<file path="src/rtl/ycc_pkg.sv">
package ycc_pkg;
  // number of words in an embedded timing code (fixed by the stream format)
  localparam int TRS_LEN = 4;

  typedef struct packed {
    logic f;   // field
    logic v;   // vertical blank
    logic h;   // 1 = end of active video, 0 = start
  } tflags_t;
endpackage

</file>
<file path="src/rtl/ycc_trs_detect.sv">
module ycc_trs_detect
  import ycc_pkg::*;
#(
  parameter int W = 10
) (
  input  logic         clk,
  input  logic         rst,
  input  logic         en,
  input  logic [W-1:0] din,
  input  logic         hs_in,
  input  logic         vs_in,
  input  logic         bl_in,
  output logic         hit,
  output tflags_t      flg,
  output logic [W-1:0] word_d,
  output logic         hs_d,
  output logic         vs_d,
  output logic         bl_d
);
  localparam int DEPTH = TRS_LEN - 1;
  localparam int BW    = W + 3;
  localparam logic [BW-1:0] PIPE_RST = {3'b001, {W{1'b0}}};

  // delay line {hs, vs, blank, word}; its length equals the code prefix
  logic [BW-1:0] pipe [DEPTH];

  always_ff @(posedge clk) begin
    if (rst) pipe[0] <= PIPE_RST;
    else     pipe[0] <= {hs_in, vs_in, bl_in, din};
  end

  for (genvar i = 1; i < DEPTH; i++) begin : g_stage
    always_ff @(posedge clk) begin
      if (rst) pipe[i] <= PIPE_RST;
      else     pipe[i] <= pipe[i-1];
    end
  end

  always_comb begin
    hit = en && (pipe[DEPTH-1][W-1:0] == {W{1'b1}})
             && (pipe[DEPTH-2][W-1:0] == '0)
             && (pipe[DEPTH-3][W-1:0] == '0)
             && din[W-1];
    flg.f = din[W-2];
    flg.v = din[W-3];
    flg.h = din[W-4];
  end

  assign word_d = pipe[DEPTH-1][W-1:0];
  assign bl_d   = pipe[DEPTH-1][W];
  assign vs_d   = pipe[DEPTH-1][W+1];
  assign hs_d   = pipe[DEPTH-1][W+2];
endmodule

</file>
<file path="src/rtl/ycc_timing.sv">
module ycc_timing
  import ycc_pkg::*;
#(
  parameter int HW = 12,
  parameter int VW = 11
) (
  input  logic    clk,
  input  logic    rst,
  input  logic    en,
  input  logic    align,
  input  logic    hit_in,
  input  tflags_t flg_in,
  output logic    ev_hit,
  output tflags_t ev_flg,
  output logic    locked,
  output logic    free_run
);
  logic [HW-1:0] hpos, line_len, act_len;
  logic [VW-1:0] vpos, vnext, frame_lines, vact_cnt, vact_len;
  logic          prev_v, seen_once, f_q;
  logic          v_sav, v_eav, sav, frame_start;

  assign free_run = en && align && locked;
  assign v_sav    = (hpos == line_len - 1'b1);
  assign v_eav    = (hpos == act_len);
  assign vnext    = (vpos + 1'b1 == frame_lines) ? '0 : vpos + 1'b1;

  always_comb begin
    if (free_run) begin
      ev_hit   = v_sav || v_eav;
      ev_flg.f = f_q;
      ev_flg.h = !v_sav;
      ev_flg.v = v_sav ? (vnext >= vact_len) : (vpos >= vact_len);
    end else begin
      ev_hit = en && hit_in;
      ev_flg = flg_in;
    end
    sav         = ev_hit && !ev_flg.h;
    frame_start = !free_run && sav && !ev_flg.v && prev_v;
  end

  always_ff @(posedge clk) begin
    if (rst) begin
      hpos <= '0; line_len <= '0; act_len <= '0;
      vpos <= '0; frame_lines <= '0; vact_cnt <= '0; vact_len <= '0;
      prev_v <= 1'b0; seen_once <= 1'b0; f_q <= 1'b0; locked <= 1'b0;
    end else begin
      hpos <= sav ? '0 : hpos + 1'b1;
      if (sav) vpos <= free_run ? vnext : (frame_start ? '0 : vpos + 1'b1);
      if (!free_run && ev_hit) begin
        if (ev_flg.h) begin
          act_len <= hpos;
        end else begin
          line_len <= hpos + 1'b1;
          prev_v   <= ev_flg.v;
          if (frame_start) begin
            frame_lines <= vpos + 1'b1;
            vact_len    <= vact_cnt;
            vact_cnt    <= VW'(1);
            f_q         <= ev_flg.f;
            seen_once   <= 1'b1;
            if (seen_once) locked <= 1'b1;
          end else if (!ev_flg.v) begin
            vact_cnt <= vact_cnt + 1'b1;
          end
        end
      end
    end
  end

  AST_LEN_FROZEN: assert property (@(posedge clk) disable iff (rst)
    free_run && $past(free_run) |-> $stable(line_len) && $stable(act_len));
  AST_RST_UNLOCK: assert property (@(posedge clk) disable iff (rst)
    $past(rst) |-> !locked);
  AST_LOCK_AFTER_FRAME: assert property (@(posedge clk) disable iff (rst)
    $rose(locked) |-> $past(frame_start));
endmodule

</file>
<file path="src/rtl/ycc_router.sv">
module ycc_router
  import ycc_pkg::*;
#(
  parameter int W = 10
) (
  input  logic         clk,
  input  logic         rst,
  input  logic         ext_mode,
  input  logic         align,
  input  logic         ev_hit,
  input  tflags_t      ev_flg,
  input  logic [W-1:0] word,
  input  logic         hs_d,
  input  logic         vs_d,
  input  logic         bl_d,
  output logic [W-1:0] y_data,
  output logic         y_valid,
  output logic [W-1:0] c_data,
  output logic         c_valid,
  output logic         c_is_cr,
  output logic         hs_o,
  output logic         vs_o,
  output logic         f_o
);
  localparam int KW = $clog2(TRS_LEN);

  logic [KW-1:0] kill_cnt;
  logic [1:0]    phase, ph_now;
  logic          act_q, h_q, v_q, f_q, bl_prev;
  logic          kill, emit, restart, is_y;

  always_comb begin
    kill    = ev_hit || (kill_cnt != '0);
    restart = ext_mode && bl_prev && !bl_d;
    emit    = ext_mode ? !bl_d : (act_q && !kill);
    ph_now  = restart ? 2'd0 : phase;
    is_y    = align ? ph_now[0] : !ph_now[0];
  end

  always_ff @(posedge clk) begin
    if (rst) begin
      kill_cnt <= '0; phase <= '0; act_q <= 1'b0;
      h_q <= 1'b1; v_q <= 1'b1; f_q <= 1'b0; bl_prev <= 1'b1;
      y_data <= '0; y_valid <= 1'b0; c_data <= '0; c_valid <= 1'b0;
      c_is_cr <= 1'b0; hs_o <= 1'b1; vs_o <= 1'b1; f_o <= 1'b0;
    end else begin
      bl_prev <= bl_d;
      if (ev_hit && !ext_mode) begin
        kill_cnt <= KW'(TRS_LEN - 1);
        act_q    <= !ev_flg.h && !ev_flg.v;
        h_q <= ev_flg.h; v_q <= ev_flg.v; f_q <= ev_flg.f;
      end else if (kill_cnt != '0) begin
        kill_cnt <= kill_cnt - 1'b1;
      end
      if (ev_hit && !ev_flg.h && !ext_mode) phase <= '0;
      else if (emit)                        phase <= ph_now + 1'b1;
      y_valid <= emit && is_y;
      c_valid <= emit && !is_y;
      if (emit && is_y)  y_data <= word;
      if (emit && !is_y) begin
        c_data  <= word;
        c_is_cr <= ph_now[1];
      end
      hs_o <= ext_mode ? hs_d : h_q;
      vs_o <= ext_mode ? vs_d : v_q;
      f_o  <= ext_mode ? 1'b0 : f_q;
    end
  end

  AST_Y_C_EXCL: assert property (@(posedge clk) disable iff (rst)
    !(y_valid && c_valid));
  AST_NO_CODE_OUT: assert property (@(posedge clk) disable iff (rst)
    !ext_mode && ev_hit |=> !y_valid && !c_valid);
endmodule

</file>
<file path="src/rtl/ycc_sync_demux.sv">
module ycc_sync_demux
  import ycc_pkg::*;
#(
  parameter int W  = 10,
  parameter int HW = 12,
  parameter int VW = 11
) (
  input  logic         clk,
  input  logic         rst,
  input  logic [W-1:0] din,
  input  logic         align_cb,
  input  logic         sep_sync,
  input  logic         ext_hsync,
  input  logic         ext_vsync,
  input  logic         ext_blank,
  output logic [W-1:0] y_data,
  output logic         y_valid,
  output logic [W-1:0] c_data,
  output logic         c_valid,
  output logic         c_is_cr,
  output logic         hsync_o,
  output logic         vsync_o,
  output logic         field_o,
  output logic         locked,
  output logic         free_run
);
  logic         det_hit, ev_hit, hs_d, vs_d, bl_d;
  tflags_t      det_flg, ev_flg;
  logic [W-1:0] word_d;

  ycc_trs_detect #(.W(W)) u_det (
    .clk(clk), .rst(rst), .en(!sep_sync), .din(din),
    .hs_in(ext_hsync), .vs_in(ext_vsync), .bl_in(ext_blank),
    .hit(det_hit), .flg(det_flg), .word_d(word_d),
    .hs_d(hs_d), .vs_d(vs_d), .bl_d(bl_d)
  );

  ycc_timing #(.HW(HW), .VW(VW)) u_tim (
    .clk(clk), .rst(rst), .en(!sep_sync), .align(align_cb),
    .hit_in(det_hit), .flg_in(det_flg), .ev_hit(ev_hit), .ev_flg(ev_flg),
    .locked(locked), .free_run(free_run)
  );

  ycc_router #(.W(W)) u_rt (
    .clk(clk), .rst(rst), .ext_mode(sep_sync), .align(align_cb),
    .ev_hit(ev_hit), .ev_flg(ev_flg), .word(word_d),
    .hs_d(hs_d), .vs_d(vs_d), .bl_d(bl_d),
    .y_data(y_data), .y_valid(y_valid), .c_data(c_data), .c_valid(c_valid),
    .c_is_cr(c_is_cr), .hs_o(hsync_o), .vs_o(vsync_o), .f_o(field_o)
  );
endmodule

</file>
<file path="config.mk">
export PLATFORM = sky130hd
export DESIGN_NAME = ycc_sync_demux
export DESIGN_NICKNAME = d
export VERILOG_FILES = /design/src/rtl/ycc_pkg.sv /design/src/rtl/ycc_trs_detect.sv /design/src/rtl/ycc_timing.sv /design/src/rtl/ycc_router.sv /design/src/rtl/ycc_sync_demux.sv
export SDC_FILE = /design/constraint.sdc
export NUM_CORES = 1
export LEC_CHECK = 0
export CORE_AREA = 2 2 184 186
export DETAILED_ROUTE_END_ITERATION = 8
export DIE_AREA = 0 0 186 188
export GPL_ROUTABILITY_DRIVEN = 0
export PLACE_DENSITY = 0.47
export SLEW_MARGIN = 20
export SYNTH_ARGS = -nofsm -noshare
export SYNTH_HDL_FRONTEND = slang
export SYNTH_HIERARCHICAL = 1
export SYNTH_SLANG_ARGS = --single-unit
</file>
<file path="constraint.sdc">
create_clock -name clk -period 4.66 [get_ports clk]
set_input_delay 0.932 -clock clk [delete_from_list [all_inputs] [get_ports clk]]
set_output_delay 0.932 -clock clk [all_outputs]
set_load 0.02 [all_outputs]
</file>
**Word-level counts from Yosys, hierarchy flattened**

Memories as Yosys holds them, arrays and structs flattened.
Cells that the tools add are included.

- Multiplexer cells: 21
- Equal/unequal tests: 5
- Bitwise operators: 4
- $add $sub $neg: 6
- Reduce and logical (&&, ||, !) cells: 43
- $mul: 0
- Div/mod/pow operators: 0
- Shift-type cells: 0
- $lt $le $gt $ge: 2

Operators with widths:

| kind | number |
|---|---|
| 11-bit two-way mux | 5 |
| 13-bit two-way mux | 3 |
| 12-bit equality test | 2 |
| 11-bit by 1-bit adder with 11-bit output, second input constant | 2 |
| 11-bit greater-or-equal comparator | 2 |
| 1-bit logical AND | 20 |
| 10-bit zero test | 2 |
| 12-bit by 1-bit adder with 12-bit output, second input constant | 1 |
| 12-bit by 1-bit subtractor with 12-bit output, second input constant | 1 |
| 11-bit equality test | 1 |
| 10-bit equality test, second input constant | 1 |
| 1-bit zero test | 9 |
| 1-bit two-way mux | 9 |
| 2-bit two-way mux | 3 |
| 3-bit AND reduction | 2 |
| 2-bit OR reduction | 3 |
| 2-bit AND reduction | 2 |
| 4-bit AND reduction | 1 |
| 2-bit nonzero test | 2 |
| 3-bit two-way mux | 1 |
| 1-bit OR | 3 |
| 2-bit by 1-bit adder with 2-bit output, second input constant | 1 |
| 1-bit logical OR | 2 |
| 2-bit != test, second input constant | 1 |
| other kinds (2) | 2 |

- Memories kept: 1
- Bits in writable memories: 39
- Latch bits: 0
- Bits in registers: 119
- Bits of input ports: 17
- Logic and storage cells: 108
- Output and inout port bits: 28
- Bits in read-only memories: 0

Memory list:

| name | words | bits a word | rd ports | clocked after Yosys merged registers in | wr ports | line | source |
|---|---|---|---|---|---|---|---|
| u_det.pipe | 3 | 13 | 3 | 0 | 3 | ycc_trs_detect.sv:25 | `logic [BW-1:0] pipe [DEPTH];` |

**Depth between registers and ports, before layout**

- Depth after elaboration: 13
- Depth in mapped cells: 23
- Gate-level depth less buffers: 21

**Cells and area by module**

The synthesis kept the hierarchy.

Modules (own cells, without submodules):

| module | cells an instance | seq. area each (µm²) | times used | area an instance (µm²) |
|---|---|---|---|---|
| ycc_timing | 582 | 1681.6 | 1 | 4897.2 |
| ycc_router | 158 | 700.7 | 1 | 1403.8 |
| ycc_trs_detect | 96 | 780.7 | 1 | 1169.9 |
| ycc_sync_demux | 1 | 0.0 | 1 | 3.8 |

**Worst setup path before layout**

Ideal clock, no wire load.

- Path type: register -> register
- Start point: register u_tim.vpos[0]
- End point: register u_rt.v_q
- Setup slack: 0.635 ns
- Required time: 4.540 ns
- Period minus slack after synthesis: 4.025 ns
- Path buffers: 2
- Arrival time: 3.905 ns
- Setup time: 0.120 ns
- Stages on the path, launching flop included: 23
- Cells stage by stage: dfxtp_1 -> ha_1 -> clkbuf_1 -> nand4_1 -> nor2_1 -> xor2_1 -> a221oi_1 -> nand2_1 -> nor2_1 -> clkbuf_1 -> nor2_1 -> ha_1 -> a21o_1 -> a21o_1 -> a21oi_1 -> o21ai_0 -> a21o_1 -> a211oi_1 -> o21ai_0 -> and3b_1 -> inv_1 -> nor2_1 -> a211o_1

RTL lines:

| item | line | source |
|---|---|---|
| from (decl) | ycc_timing.sv:19 | `logic [VW-1:0] vpos, vnext, frame_lines, vact_cnt, vact_len;` |
| from (signal assigned) | ycc_timing.sv:49 | `if (sav) vpos <= free_run ? vnext : (frame_start ? '0 : vpos + 1'b1);` |
| to (signal assigned) | ycc_router.sv:51 | `h_q <= ev_flg.h; v_q <= ev_flg.v; f_q <= ev_flg.f;` |
| to (decl) | ycc_router.sv:29 | `logic act_q, h_q, v_q, f_q, bl_prev;` |

==> impl_metrics.tcl <==
set metrics [dict create \
    slowest_stage "dfxtp_1" \
    slew_headroom_pct 39.7 \
    stdcell_count 1313 \
    synth_seq_area_share_pct 42.3 \
    maxClockFrequency_mhz 241 \
    syn_inst 837 \
    status "completed" \
    peakVddDrop_mv 0.183 \
    fin_crit_ns 4.14 \
    fin_total_pwr_mw 2.92 \
    placed_area_um2 8280 \
    cts-buffers-inserted 17 \
    stdcell_area_um2 8890 \
    worst_slew_pin_slew_ns 0.902 \
    grt_setup_unrepaired "false" \
    synth.most_common_cell "dfxtp_1" \
    worstPathArrival_ns 4.45 \
    multi_input_area_um2 3940 \
    seqCellArea_um2 3160 \
    via_per_inst 4.35 \
    row_count 67 \
    grt_pass1_vias 5423 \
    drcViolationCount 0 \
    finalHoldViolations 0 \
    cpLargestDelayFamily "simple AND/OR/NAND/NOR gates" \
    skew_ns 0.0160 \
    yosys.cell_types.count 72 \
    routed_wl_mm 18.0 \
    drive_gt1_share_pct 8.90 \
    syn_area_um2 7470 \
    die_area_um2 35000 \
    critPathBufInv 1 \
    async_flop_share_pct 0 \
    hold_ws_ns 0.421 \
    worstSkewPairLatency_ns 0.43 \
    htreeDepth 4 \
    min_from "u_det/pipe[1][10]" \
    slowest_delay_ns 0.55 \
    startpoint "u_tim/vpos[3]" \
    finalNetCount 896 \
    dr.first_iter.drc_count 345 \
    dp_hpwl_mm 12.8 \
    holdCritPathClass "reg2reg" \
    area_delta_synth_final_pct 19.0 \
    synth_area_leaders "dfxtp_1 42%, nor2_1 4.9%, ha_1 4.5%" \
    num_io_pins 45 \
    dieWidth_um 186 \
    io_buffers 44 \
    grt_pass1_wl_mm 29.2 \
    cts_hold_buf 0 \
    yosys_most_used_dff "dfxtp_1" \
    ys_warn_count 6 \
    ys_seq_elements 158 \
    p_leak_nw 3.25 \
    setup_tns_ns 0 \
    drt-pass1-iter-count 5 \
    cp-end-kind "register" \
    crit_path_cell_trace "nand3_2 -> nor3_1 -> xnor3_1 -> nand3b_1 -> nor2_2 -> or2_2 -> ha_1 -> nand2b_1 -> a21o_1 -> a21oi_1 -> o21ai_0 -> a21o_1 -> a211oi_1 -> o21ai_0 -> and3b_1 -> inv_1 -> nor2_1 -> a211o_1" \
    synth_common_cells "158 x dfxtp_1, 97 x nor2_1, 53 x nand2_1, 48 x a21oi_1, 48 x nor2b_1" \
    syn_area_per_cell_um2 8.93 \
    setup_viol 0 \
    clock_path_buffers 2 \
    synth_top_area_cell "dfxtp_1" \
    num_vias 5711 \
    fillCellCount 3570 \
    period_share_pct 88.9 \
    grtUsageTotal_pct 10.6 \
    grt-ovfl-total 0 \
    power_density_nw_per_um2 329 \
    path_class "reg2reg" \
    cts_tree "done" \
    grt_max_degree 73 \
    ant_nets 0 \
    crit_required_ns 4.97 \
    start_kind "register" \
    yosysTopAreaCellShare_pct 42.3 \
    cp_max_fo 10 \
    clock-sinks 158 \
    coreArea_um2 33100 \
    cap_violations 0 \
    die_h_um 188 \
    root_buffer "clkbuf_16" \
    antenna_cells 0 \
    dp_cells 1281 \
    synthesis.nets 881 \
    drv_slew 0 \
    clkTransAtPathRegs_ns 0.07 \
    initial_utilization_pct 22.6 \
    wl_per_cell_um 13.7 \
    synth_edf_count 0 \
    antenna_found_initial 0 \
    rr_startpoint "u_tim/vpos[3]" \
]
## worst register-to-register path, delay by kind of cell, from the launching register on
| kind | cells | cell delay, ns |
|---|---|---|
| compound gates | 7 | 1.22 |
| xor+xnor | 1 | 0.31 |
| fa+ha+maj | 1 | 0.26 |
| buf+inv | 1 | 0.05 |
| flops | 1 | 0.55 |
| simple gates | 8 | 1.64 |
## kinds of logic (layout without fill, tap and decap cells)
| logic type | after synthesis | count (layout) | synth area share, % |
|---|---|---|---|
| buffers and inverters | 84 | 112 | 5.07 |
| xor gates and xnor gates | 57 | 57 | 7.42 |
| adders and majority gates | 27 | 27 | 4.52 |
| AOI/OAI and AO/OA | 157 | 157 | 13.6 |
| and+or+nand+nor | 332 | 332 | 24.0 |
| muxes | 22 | 22 | 3.05 |
| DFF | 158 | 158 | 42.3 |
## registers in the layout (all words and copies together) (netlist names), 2 cells and up
register and flops:
u_rt/phase 2, u_tim/vact_cnt 11, u_tim/vact_len 11, u_tim/line_len 12
u_rt/kill_cnt 2, u_rt/y_data 10, u_tim/vpos 11, u_rt/c_data 10
u_tim/act_len 12, u_tim/hpos 12, u_det/pipe 39, u_tim/frame_lines 11
## stage by stage
stage / setup WS, ns / utilization, %
3_5_place_dp: 0.360 / 25.0
6_report: 0.519 / 26.9
4_1_cts: 0.338 / 26.8
5_1_grt: 0.0899 / 26.9
3_3_place_gp: 0.392 / 25.0
2_1_floorplan: 0.635 / -
## cells in the final DEF (no fill, tap or decap), types with 17 or more instances in the layout
master / instances
a211oi_1: 24
a21oi_1: 48
clkbuf_16: 17
clkdlybuf4s50_1: 43
dfxtp_1: 158
ha_1: 26
inv_1: 24
mux2i_1: 19
nand2_1: 53
nand3_1: 29
nand4_1: 20
nor2_1: 96
nor2b_1: 48
o21ai_0: 38
xnor2_1: 26
xor2_1: 27
## report_power, final
part           switching, mW  internal [mW]  total, mW
Combinational         0.0708         0.0586      0.129
Sequential            0.0170           1.37       1.39
Clock                  0.670          0.732       1.40
## per-layer routing
layer  vias up  share of wire, %  track usage (%)
met2        67                47             16.8
met5         -                 0                0
li1       2925                 -                -
met1      2709                49             14.2
met3        10               2.4             2.33
met4         0              0.83             3.36
## worst paths after layout
| path | end | slack (ns) | cells after the start |
|---|---|---|---|
| worst max-delay path | u_rt/v_q | 0.52 | 18 |
| worst min-delay path | u_det/pipe[2][10] | 0.42 | 1 |
| worst max register to register | u_rt/v_q | 0.52 | 18 |
| worst min register to register | u_det/pipe[2][10] | 0.42 | 1 |
## cell type report
class / instances / area share (%)
Clock buffer: 17 / 4.78
Clock inverter: 15 / 2.05
Inverter: 24 / 1.01
Multi-Input combinational cell: 595 / 44.3
Sequential cell: 158 / 35.6
Tap cell: 448 / 6.30
Timing Repair Buffer: 56 / 5.94
## timing repair
action                                  CTS  global route
endpoints found under the setup margin    0             2
resized for setup                         0             2
buffers inserted                          0             0
(Power assumes the default switching activity.)
